--- src/rtl/intc_pkg.sv ---
// Shared constants and types for the dual-output interrupt controller.
// Assumes a word-addressed register bus; offsets are word indices.
package intc_pkg;
    localparam logic [31:0] OFS_NRM_STAT  = 32'd0;
    localparam logic [31:0] OFS_NRM_RAW   = 32'd1;
    localparam logic [31:0] OFS_NRM_SET   = 32'd2;
    localparam logic [31:0] OFS_NRM_CLR   = 32'd3;
    localparam logic [31:0] OFS_SW_SET    = 32'd4;
    localparam logic [31:0] OFS_SW_CLR    = 32'd5;
    localparam logic [31:0] OFS_FST_STAT  = 32'd8;
    localparam logic [31:0] OFS_FST_RAW   = 32'd9;
    localparam logic [31:0] OFS_FST_SET   = 32'd10;
    localparam logic [31:0] OFS_FST_CLR   = 32'd11;

    localparam int CH_NRM = 0;
    localparam int CH_FST = 1;
    localparam int NUM_CH = 2;

    typedef struct packed {
        logic [NUM_CH-1:0] en_set;
        logic [NUM_CH-1:0] en_clr;
        logic              sw_set;
        logic              sw_clr;
    } wr_strobe_t;
endpackage

--- src/rtl/intc_wr_decode.sv ---
// Write decoder: turns one bus write into per-function strobes.
// Assumes at most one write per cycle; software-flag strobes need data bit 0.
module intc_wr_decode
    import intc_pkg::*;
#(
    parameter int ADDR_W = 4
) (
    input  logic              bus_wr,
    input  logic [ADDR_W-1:0] bus_addr,
    input  logic              wdata_b0,
    output wr_strobe_t        stb
);
    logic [31:0] word_idx;

    assign word_idx = 32'(bus_addr);

    // Decode the word index into set/clear strobes for masks and flag.
    always_comb begin
        stb = '0;
        if (bus_wr) begin
            stb.en_set[CH_NRM] = (word_idx == OFS_NRM_SET);
            stb.en_clr[CH_NRM] = (word_idx == OFS_NRM_CLR);
            stb.en_set[CH_FST] = (word_idx == OFS_FST_SET);
            stb.en_clr[CH_FST] = (word_idx == OFS_FST_CLR);
            stb.sw_set         = (word_idx == OFS_SW_SET) && wdata_b0;
            stb.sw_clr         = (word_idx == OFS_SW_CLR) && wdata_b0;
        end
    end
endmodule

--- src/rtl/intc_src_level.sv ---
// Raw level register: samples the source vector each clock and merges the
// software flag into bit 0. Exposes both the current and next raw level.
module intc_src_level #(
    parameter int NUM_SRC = 32
) (
    input  logic               clk,
    input  logic               rst_n,
    input  logic [NUM_SRC-1:0] src_lvl,
    input  logic               sw_set,
    input  logic               sw_clr,
    output logic [NUM_SRC-1:0] raw_q,
    output logic [NUM_SRC-1:0] raw_next,
    output logic               sw_q
);
    logic [NUM_SRC-1:0] src_q;
    logic               sw_next;

    // Next value of the software flag; set wins although both never coincide.
    always_comb begin
        sw_next = sw_q;
        if (sw_clr) sw_next = 1'b0;
        if (sw_set) sw_next = 1'b1;
    end

    // Sample the sources and hold the software flag.
    always_ff @(posedge clk) begin
        if (!rst_n) begin
            src_q <= '0;
            sw_q  <= 1'b0;
        end else begin
            src_q <= src_lvl;
            sw_q  <= sw_next;
        end
    end

    assign raw_q    = src_q   | NUM_SRC'(sw_q);
    assign raw_next = src_lvl | NUM_SRC'(sw_next);
endmodule

--- src/rtl/intc_channel.sv ---
// One request channel: a set/clear enable mask and a registered request
// output computed from the next raw level and next mask.
module intc_channel #(
    parameter int NUM_SRC = 32
) (
    input  logic               clk,
    input  logic               rst_n,
    input  logic               en_set,
    input  logic               en_clr,
    input  logic [NUM_SRC-1:0] wmask,
    input  logic [NUM_SRC-1:0] raw_next,
    output logic [NUM_SRC-1:0] en_q,
    output logic               req_q
);
    logic [NUM_SRC-1:0] en_next;

    // Apply the write-one-to-set or write-one-to-clear update.
    always_comb begin
        en_next = en_q;
        if (en_set) en_next = en_q | wmask;
        if (en_clr) en_next = en_q & ~wmask;
    end

    // Hold the mask and the request flop.
    always_ff @(posedge clk) begin
        if (!rst_n) begin
            en_q  <= '0;
            req_q <= 1'b0;
        end else begin
            en_q  <= en_next;
            req_q <= |(raw_next & en_next);
        end
    end
endmodule

--- src/rtl/intc_dual.sv ---
// Dual-output level interrupt controller top. Combines the write decoder,
// raw level register and two request channels; read data is combinational.
// Assumes NUM_SRC <= DATA_W and ADDR_W < 32.
module intc_dual
    import intc_pkg::*;
#(
    parameter int NUM_SRC = 32,
    parameter int DATA_W  = 32,
    parameter int ADDR_W  = 4
) (
    input  logic               clk,
    input  logic               rst_n,
    input  logic [ADDR_W-1:0]  bus_addr,
    input  logic               bus_wr,
    input  logic [DATA_W-1:0]  bus_wdata,
    output logic [DATA_W-1:0]  bus_rdata,
    input  logic [NUM_SRC-1:0] src_lvl,
    output logic               irq_o,
    output logic               fiq_o
);
    wr_strobe_t         stb;
    logic [NUM_SRC-1:0] raw_q;
    logic [NUM_SRC-1:0] raw_next;
    logic               sw_q;
    logic [NUM_SRC-1:0] wmask;
    logic [NUM_SRC-1:0] chan_en  [NUM_CH];
    logic               chan_req [NUM_CH];
    logic [NUM_SRC-1:0] irq_en;
    logic [NUM_SRC-1:0] fiq_en;
    logic [31:0]        word_idx;

    assign wmask = bus_wdata[NUM_SRC-1:0];

    intc_wr_decode #(.ADDR_W(ADDR_W)) u_dec (
        .bus_wr   (bus_wr),
        .bus_addr (bus_addr),
        .wdata_b0 (bus_wdata[0]),
        .stb      (stb)
    );

    intc_src_level #(.NUM_SRC(NUM_SRC)) u_lvl (
        .clk      (clk),
        .rst_n    (rst_n),
        .src_lvl  (src_lvl),
        .sw_set   (stb.sw_set),
        .sw_clr   (stb.sw_clr),
        .raw_q    (raw_q),
        .raw_next (raw_next),
        .sw_q     (sw_q)
    );

    for (genvar c = 0; c < NUM_CH; c++) begin : g_ch
        intc_channel #(.NUM_SRC(NUM_SRC)) u_ch (
            .clk      (clk),
            .rst_n    (rst_n),
            .en_set   (stb.en_set[c]),
            .en_clr   (stb.en_clr[c]),
            .wmask    (wmask),
            .raw_next (raw_next),
            .en_q     (chan_en[c]),
            .req_q    (chan_req[c])
        );
    end

    assign irq_en = chan_en[CH_NRM];
    assign fiq_en = chan_en[CH_FST];
    assign irq_o  = chan_req[CH_NRM];
    assign fiq_o  = chan_req[CH_FST];

    assign word_idx = 32'(bus_addr);

    // Select the read word; write-only and unassigned words read zero.
    always_comb begin
        case (word_idx)
            OFS_NRM_STAT: bus_rdata = DATA_W'(raw_q & irq_en);
            OFS_NRM_RAW:  bus_rdata = DATA_W'(raw_q);
            OFS_NRM_SET:  bus_rdata = DATA_W'(irq_en);
            OFS_SW_SET:   bus_rdata = DATA_W'(sw_q);
            OFS_FST_STAT: bus_rdata = DATA_W'(raw_q & fiq_en);
            OFS_FST_RAW:  bus_rdata = DATA_W'(raw_q);
            OFS_FST_SET:  bus_rdata = DATA_W'(fiq_en);
            default:      bus_rdata = '0;
        endcase
    end
endmodule

--- config.mk ---
export PLATFORM = sky130hd
export DESIGN_NAME = intc_dual
export DESIGN_NICKNAME = d
export VERILOG_FILES = /design/src/rtl/intc_pkg.sv /design/src/rtl/intc_wr_decode.sv /design/src/rtl/intc_src_level.sv /design/src/rtl/intc_channel.sv /design/src/rtl/intc_dual.sv
export SDC_FILE = /design/constraint.sdc
export NUM_CORES = 1
export LEC_CHECK = 0
export BUFFER_PORTS_ARGS = -buffer_cell sky130_fd_sc_hd__buf_2
export CAP_MARGIN = 0
export CORE_UTILIZATION = 50
export DETAILED_ROUTE_END_ITERATION = 8
export PLACE_DENSITY = 0.74
export SLEW_MARGIN = 20
export SYNTH_ARGS = -nofsm -noshare
export SYNTH_HDL_FRONTEND = slang
export SYNTH_SLANG_ARGS = --single-unit
--- constraint.sdc ---
create_clock -name clk -period 4 [get_ports clk]
set_clock_uncertainty 0.2 [all_clocks]
set_input_delay 0.8 -clock clk [delete_from_list [all_inputs] [get_ports clk]]
set_output_delay 0.8 -clock clk [all_outputs]
set_load 0.05 [all_outputs]
; ---- Yosys cells after proc, flatten, opt, wreduce, memory -nomap -nowiden
; Index checks and enable logic that the tools add are counted.
[totals]
regBits = 99
latch_bits = 0
ram_bits = 0
mem_bits_ro = 0
in_bits = 71
out_inout_bits = 34
word_cells = 40
memories = 0
[classes]
n_addsub = 0
multipliers = 0
div_mod_pow = 0
order_cmp = 0
n_eq_ne = 9
shift = 0
mux = 8
n_bitwise = 11
reduce_logical = 6
[op_table]
columns = op, n
row1 = 32-bit AND, 6
row2 = 32-bit one-hot mux with 6 select lines, 1
row3 = 32-bit two-way mux, 4
row4 = 32-bit by 1-bit OR with 32-bit output, 2
row5 = 32-bit OR, 2
row6 = 32-bit OR reduction, 2
row7 = 32-bit zero test, 1
row8 = 32-bit inverter, 1
row9 = 4-bit equality test (second input constant), 4
row10 = 4-bit by 2-bit equality test with 1-bit output (second input constant), 2
row11 = 4-bit by 3-bit equality test with 1-bit output (second input constant), 2
row12 = 6-bit two-way mux, 1
row13 = 4-bit by 1-bit equality test with 1-bit output (second input constant), 1
row14 = 1-bit logical AND, 2
row15 = 1-bit two-way mux, 2
row16 = 2-bit OR reduction, 1

; ---- Longest topological paths before layout
; Gate-level depths: netlist (run 1).
[logic_depth]
depth_word = 8
ltp_mapped = 10
ltp_nobuf = 6

; ---- Cells and area by module
; A second synthesis (run 1) with hierarchy kept.
[hier_totals]
hier_cells = 675
hier_area_um2 = 5723.0
[by_module_without_submodules]
columns = mod, n_inst, cells_per_inst, area_each_um2, seq_area_each_um2
row1 = intc_channel, 2, 168, 1483.9, 660.6
row2 = intc_src_level, 1, 134, 1375.1, 660.6
row3 = intc_dual, 1, 196, 1321.3, 0.0
row4 = intc_wr_decode, 1, 9, 58.8, 0.0

; ---- Least setup slack after synthesis (run 1)
; No wires, ideal clock.
[synth_timing]
kind = input to output
from = input bus_addr[0]
to = output bus_rdata[14]
t_arrival_ns = 3.057
required_ns = 3.000
setup_slack_ns = -0.057
stages = 7
n_path_buf = 3
cell_sequence = buf_2 -> clkinv_1 -> clkbuf_1 -> nor3_1 -> clkbuf_1 -> a21oi_1 -> o21ai_0
[synth_between]
elab_chain_cells = 3
word_cells_on_any_way = 9
classes_between = eq/ne (6) / mux (1) / reduce/logical (2)
[synth_lines]
columns = element, line_no
row1 = from (decl), intc_dual.sv:13  ; input logic [ADDR_W-1:0] bus_addr,
row2 = 4-bit equality test / 4-bit by 1-bit equality test with 1-bit output (equally long branches), intc_dual.sv:74  ; case (word_idx)
row3 = 2-bit OR reduction (no line), -
row4 = 32-bit one-hot mux with 6 select lines *, intc_dual.sv:74
row5 = to (decl), intc_dual.sv:16  ; output logic [DATA_W-1:0] bus_rdata,
; Mark *: on every way between the ends. The rest lies on a longest branch, timed or not.

; ---- Worst setup path after layout (run 1)
[layout_timing]
from = input bus_addr[2]
to = output bus_rdata[25]
; The elaborated chain is that of the path after synthesis.

==> results.cfg, run 1 <==
[run_status]
status = finished clean

[placement]
portBuffers = 104
place_area_sq_um = 5914
place_hpwl_microns = 11780
dp.cells = 882
gp_congestion = 0.8823

[logic_synthesis]
synth-async-reset-ratio_pct = 0
yosys_warnings = 0
synth-edff-count = 0
synth_ff_type = dfxtp_1
yosysMostFrequentCell = dfxtp_1
synthCells = 668
synth.top_cells.by_count = dfxtp_1, a21oi_1, inv_1, o21ai_0, nand2_1
ys_types = 54
synth.largest_area_cell = dfxtp_1
ys_seq_area_share_pct = 37.92
syn_area_sq_um = 5226
ys_seq_elements = 99
syn_avg_cell_area_sq_um = 7.824
yosys-top-cells-area = dfxtp_1, a21oi_1, o21ai_0
syn_nets = 739
yosysTopAreaCellShare_pct = 37.92

[floorplan]
ioPinCount = 105
core_sq_um = 9955
die_width_microns = 104.2
start_util_pct = 52.50
die-area_sq_um = 10860
die_h_microns = 104.2
rows = 36

[routing]
post_drt_wl_per_cell_microns = 18.75
dr_total_vias = 5480
via_per_inst = 6.109
drc_errors = 0
detail-route-antenna-nets = 0
dr.pass1.iters = 5
drt_wl_total_microns = 16820
drt_iter0_drc = 549

[critical_path]
end_kind = output port
crit_fanout = 11
cp.buffers_inverters = 3
critical-path-top-delay-family = simple AND/OR/NAND/NOR gates
worstPathCellList = buf_2, nand2b_1, nor3_2, buf_4, a21o_1, a22oi_1, o21ai_0, buf_2
worstPathRequired_ns = 3.00
start_kind = input port
crit_top_cell = buf_2
worstPathArrival_ns = 2.74
critPathMaxStageDelay_ns = 0.82
crit_slowest_cell = nor3_2
criticalPathCategory = input port to output port

[clock_network]
cts_buffers = 9
cts_max_path_buffers = 2
cts.sinks = 99
cts_root_buf = clkbuf_8
clk_pin_slew_worst_paths_ns = 0.09
post_cts_buffers = 0
cts_tree = built
cts_max_level = 3
cts_resized = 0
clk_latency_ns = 0.38
cts_hold_buf = 0

[finish]
nNetsFinal = 831
utilization_pct = 61.04
drive_gt1_share_pct = 19.90
fin_cells = 897
postLayoutCellArea_sq_um = 6076
syn_to_final_growth_pct = 16.26
antenna_cells = 0

[timing]
setup-tns-final_ns = 0
min_period_ns = 3.740
maxSlewHeadroom_pct = 27.72
drv_slew = 0
finalHoldViolCount = 0
rsz0062_at_grt = no
fmax_ghz = 0.2674
tightest_slew_ns = 1.078
setup_viol = 0
finalCritPeriodShare_pct = 93.51

[grt]
grt_use_met1_pct = 40.51
grt_overflow = 0
first_global_vias = 5118
grt_max_degree = 64
grt_first_pass_wirelength_microns = 26260
grt.total_usage_pct = 30.96
grt-busiest-layer = met2
gr-usage-met2_pct = 49.76
antenna_found_initial = 0
met3_usage_pct = 6.579

[power]
p_leak_nw = 2.680
power_per_cell_area_nw_per_um2 = 312.2
ir_drop_uv = 234.9

[run]
max-cap-violations = 0

[min_path]
hp-class = flop to flop
-- cell type report --
class,count,area [sq um]
clock buffer,13,148.9
clock inverter,2,12.51
fill,905,3879
inverter,54,202.7
multi-input combinational,466,2835
sequential,99,1982
tap,133,166.4
timing repair buffer,130,728.2
-- power breakdown --
| group | leakage (nW) | internal (mW) | switching (mW) |
|---|---|---|---|
| sequential | 0.808 | 1.01 | 0.0172 |
| combinational | 1.79 | 0.0933 | 0.185 |
| clock | 0.0795 | 0.240 | 0.347 |
-- metrics by stage --
stage	power, mW	setup slack [ns]	hold slack (ns)
6_report	1.897	0.2596	0.2842
5_1_grt	1.963	0.1377	0.3145
4_1_cts	1.893	0.2835	0.2838
3_5_place_dp	1.326	0.2229	0.2711
3_3_place_gp	1.320	0.1966	0.2594
2_1_floorplan	1.210	0.04859	0.2491
-- flip-flops by register name, indices dropped and copies added (netlist names) --
register and cells:
g_ch.u_ch.en_q 64, g_ch.u_ch.req_q 2, u_lvl.src_q 32, u_lvl.sw_q 1
-- metal layers --
layer | part of all wire, % | routed length, microns | vias up
li1 | - | - | 2569
met1 | 43 | 7151 | 2577
met2 | 46 | 7797 | 299
met3 | 9.0 | 1516 | 35
met4 | 2.1 | 357 | 0
met5 | 0 | 0 | -
-- kinds of logic (layout without fill, tap and decap cells) --
kind of cell,Yosys count,count (layout),synth area share (%)
AOI/OAI and AO/OA,269,269,34.02
buffers and inverters,103,199,8.236
DFF,99,99,37.92
muxes,7,7,1.412
and+or+nand+nor,190,190,18.41
-- placed cells by master (no fill, tap or decap), types with 2 or more instances in the layout --
master	netlist	final
a2111oi_0	2	2
nor2b_1	3	3
nor3_1	29	26
clkbuf_1	33	3
buf_4	1	25
nand2_1	47	47
buf_2	8	104
a311oi_1	2	2
dfxtp_1	99	99
o211ai_1	9	9
a21boi_0	20	20
a21oi_1	55	55
o21ai_0	52	49
nand4_1	3	3
nor3_2	0	3
a22oi_1	23	23
o31ai_1	2	2
nand3_1	7	7
and2_1	38	38
a21o_1	21	21
o221ai_1	2	2
inv_1	52	52
and3_1	9	9
nand2b_1	3	3
mux2i_1	4	4
o21a_1	32	32
clkbuf_8	0	10
nor2_1	42	42
o2111ai_1	21	21
mux2_2	2	2
a31oi_1	11	11
o21ai_1	5	8
-- worst min-delay path, cell delays in order, from the launching register on --
cell,delay (ns)
dfxtp_1,0.33
nand2_1,0.06
a21oi_1,0.05
-- worst paths after layout --
kind                                       startpoint                     to  slack [ns]  cells after the start
worst max-delay path                      bus_addr[2]          bus_rdata[25]        0.26                      8
worst min-delay path            g_ch[1].u_ch.en_q[22]  g_ch[1].u_ch.en_q[22]        0.28                      2
worst max register to register  g_ch[0].u_ch.en_q[23]     g_ch[0].u_ch.req_q        1.79                      6
worst min register to register  g_ch[1].u_ch.en_q[22]  g_ch[1].u_ch.en_q[22]        0.28                      2
No activity file was read; power rests on OpenSTA's default activity.
==> run 2: changes to the inputs <==
- CELL_PAD_IN_SITES_DETAIL_PLACEMENT: default -> 1
- CELL_PAD_IN_SITES_GLOBAL_PLACEMENT: default -> 1
- CORE_MARGIN: default -> 3
- CORE_UTILIZATION: 50 -> 43
- PLACE_DENSITY: 0.74 -> 0.85
==> run 2 against run 1 <==
  * Design area increased by 2.3%
  * Setup slack improved by 0.21 ns
  * Sequential cell count unchanged
  * Critical endpoint is now bus_rdata[1]
  * Largest cell class unchanged
  * Highest routed layer unchanged
==> results.cfg, run 2 (same netlist as run 1, synthesis figures left out) <==
[run_status]
status = finished clean

[finish]
final_cell_mix = buf_2, dfxtp_1, a21oi_1, inv_1, o21ai_0
reg_top3 = g_ch.u_ch.en_q (64), u_lvl.src_q (32), g_ch.u_ch.req_q (2)
syn_to_final_growth_pct = 18.98
layout_commonest_cell = buf_2
largest_register_ffs = 64
nNetsFinal = 826
antenna_cells = 0
top_register = g_ch.u_ch.en_q
num-fill-cells = 1481
drive_gt1_share_pct = 19.61

[critical_path]
r2r_end = g_ch[0].u_ch.req_q
rrSetupSlack_ns = 1.88
crit_slowest_cell = buf_4
criticalPathCategory = input port to output port
worstPathArrival_ns = 2.53
timing.rr.start = g_ch[0].u_ch.en_q[3]
worstPathCellList = buf_2, clkinv_1, nor3_2, buf_4, a21oi_1, o211ai_1, buf_2
r2r_cells = 5
critical-path-top-delay-family = buffers and inverters
crit_fanout = 22
end_kind = output port
start_kind = input port
worstPathRequired_ns = 3.00
crit_top_cell = buf_2
critPathMaxStageDelay_ns = 0.35
cp.buffers_inverters = 4

[grt]
met3_usage_pct = 5.699
antenna_found_initial = 0
grt.total_usage_pct = 30.02
first_global_vias = 5856
grt_use_met1_pct = 37.85
grt-busiest-layer = met2
gr-usage-met2_pct = 49.50
grt_max_degree = 64
grt_first_pass_wirelength_microns = 31310
grt_overflow = 0

[routing]
post_drt_wl_per_cell_microns = 21.71
dr_total_vias = 5582
detail-route-antenna-nets = 0
drt_iter0_drc = 344
dr.pass1.iters = 5
drt_wl_total_microns = 19610
via_per_inst = 6.182
drc_errors = 0

[timing]
setup_viol = 0
setup-tns-final_ns = 0
finalHoldViolCount = 0
min_period_ns = 3.526
drv_slew = 0
finalCritPeriodShare_pct = 88.16
timing.hold.ws_ns = 0.2878
maxSlewHeadroom_pct = 53.03
fmax_ghz = 0.2836
rsz0062_at_grt = no
tightest_slew_ns = 0.6868

[clock_network]
cts_hold_buf = 0
cts_resized = 0
cts_buffers = 9
cts_root_buf = clkbuf_16
post_cts_buffers = 0
cts.sinks = 99
cts_max_path_buffers = 2
cts_max_level = 3
cts_tree = built
clk_latency_ns = 0.36
clk_pin_slew_worst_paths_ns = 0.07

[floorplan]
die_width_microns = 116.2
start_util_pct = 44.81
core_sq_um = 11660
die-area_sq_um = 13510
die_h_microns = 116.2
rows = 39
ioPinCount = 105

[min_path]
min_from = g_ch[1].u_ch.en_q[22]
hold_path_end = g_ch[1].u_ch.en_q[22]
whs_path_depth = 2
hp-class = flop to flop

[power]
ir_drop_uv = 182.8
power_per_cell_area_nw_per_um2 = 369.0
p_leak_nw = 2.734

[run]
max-cap-violations = 0

[placement]
place_hpwl_microns = 14040
portBuffers = 104
gp_congestion = 0.8571
## run 2: changes by cell type in the layout (fill, tap and decap cells not counted), sizes merged
cell,delta
clkbuf,-1
clkinv,+1
bufinv,+2
inv,-1
buf,-5
## run 2: per-stage QoR
stage               area, sq um  total power, mW  util (%)  setup slack, ns  std cells
floorplan                  5226            1.210         -          0.04859        668
global placement           5889            1.323     50.50           0.4834        887
detailed placement         5889            1.332     50.50           0.4248        887
CTS                        6218            2.299     53.32           0.5124        903
global route               6218            2.371     53.32           0.3806        903
finish                     6218            2.295     53.32           0.4738        903
## run 2: worst max-delay path by stage
| stage | from | endpoint | slack, ns | cells past startpoint |
|---|---|---|---|---|
| after global placement | bus_addr[1] | g_ch[0].u_ch.req_q | 0.48 | 7 |
| after detailed placement | bus_addr[1] | g_ch[0].u_ch.req_q | 0.42 | 7 |
| after CTS | bus_addr[0] | bus_rdata[4] | 0.51 | 7 |
| final | bus_addr[0] | bus_rdata[1] | 0.47 | 7 |
| after global routing | bus_addr[1] | bus_rdata[21] | 0.38 | 8 |
| after floorplan | bus_addr[0] | bus_rdata[15] | 0.05 | 6 |
## run 2: layout make-up
class	instances	area, sq um	share of cell area [%]
multi-input cells	466	2835	45.59
inverters	54	202.7	3.260
well taps	143	178.9	2.877
clock buffers	12	256.5	4.125
flip-flops and latches	99	1982	31.87
repair buffers	125	690.7	11.11
clock inverters	4	72.57	1.167
## run 2: worst reg2reg max path, delay by kind of cell (launching register included)
family           cells  cell delay [ns]
AO/OA/AOI/OAI        4             0.94
AND/OR/NAND/NOR      1             0.53
flip-flops           1             0.35
## run 2: power by group
| group | leakage [nW] | internal [mW] | switching (mW) |
|---|---|---|---|
| Combinational | 1.77 | 0.0901 | 0.194 |
| Sequential | 0.808 | 1.01 | 0.0180 |
| Clock | 0.159 | 0.582 | 0.396 |
| Total | 2.73 | 1.69 | 0.608 |
## run 2: metal layers
metal	vias up	share of wire, %
met1	2747	44
met5	-	0
met2	220	47
met4	0	3.5
met3	54	5.9
li1	2561	-
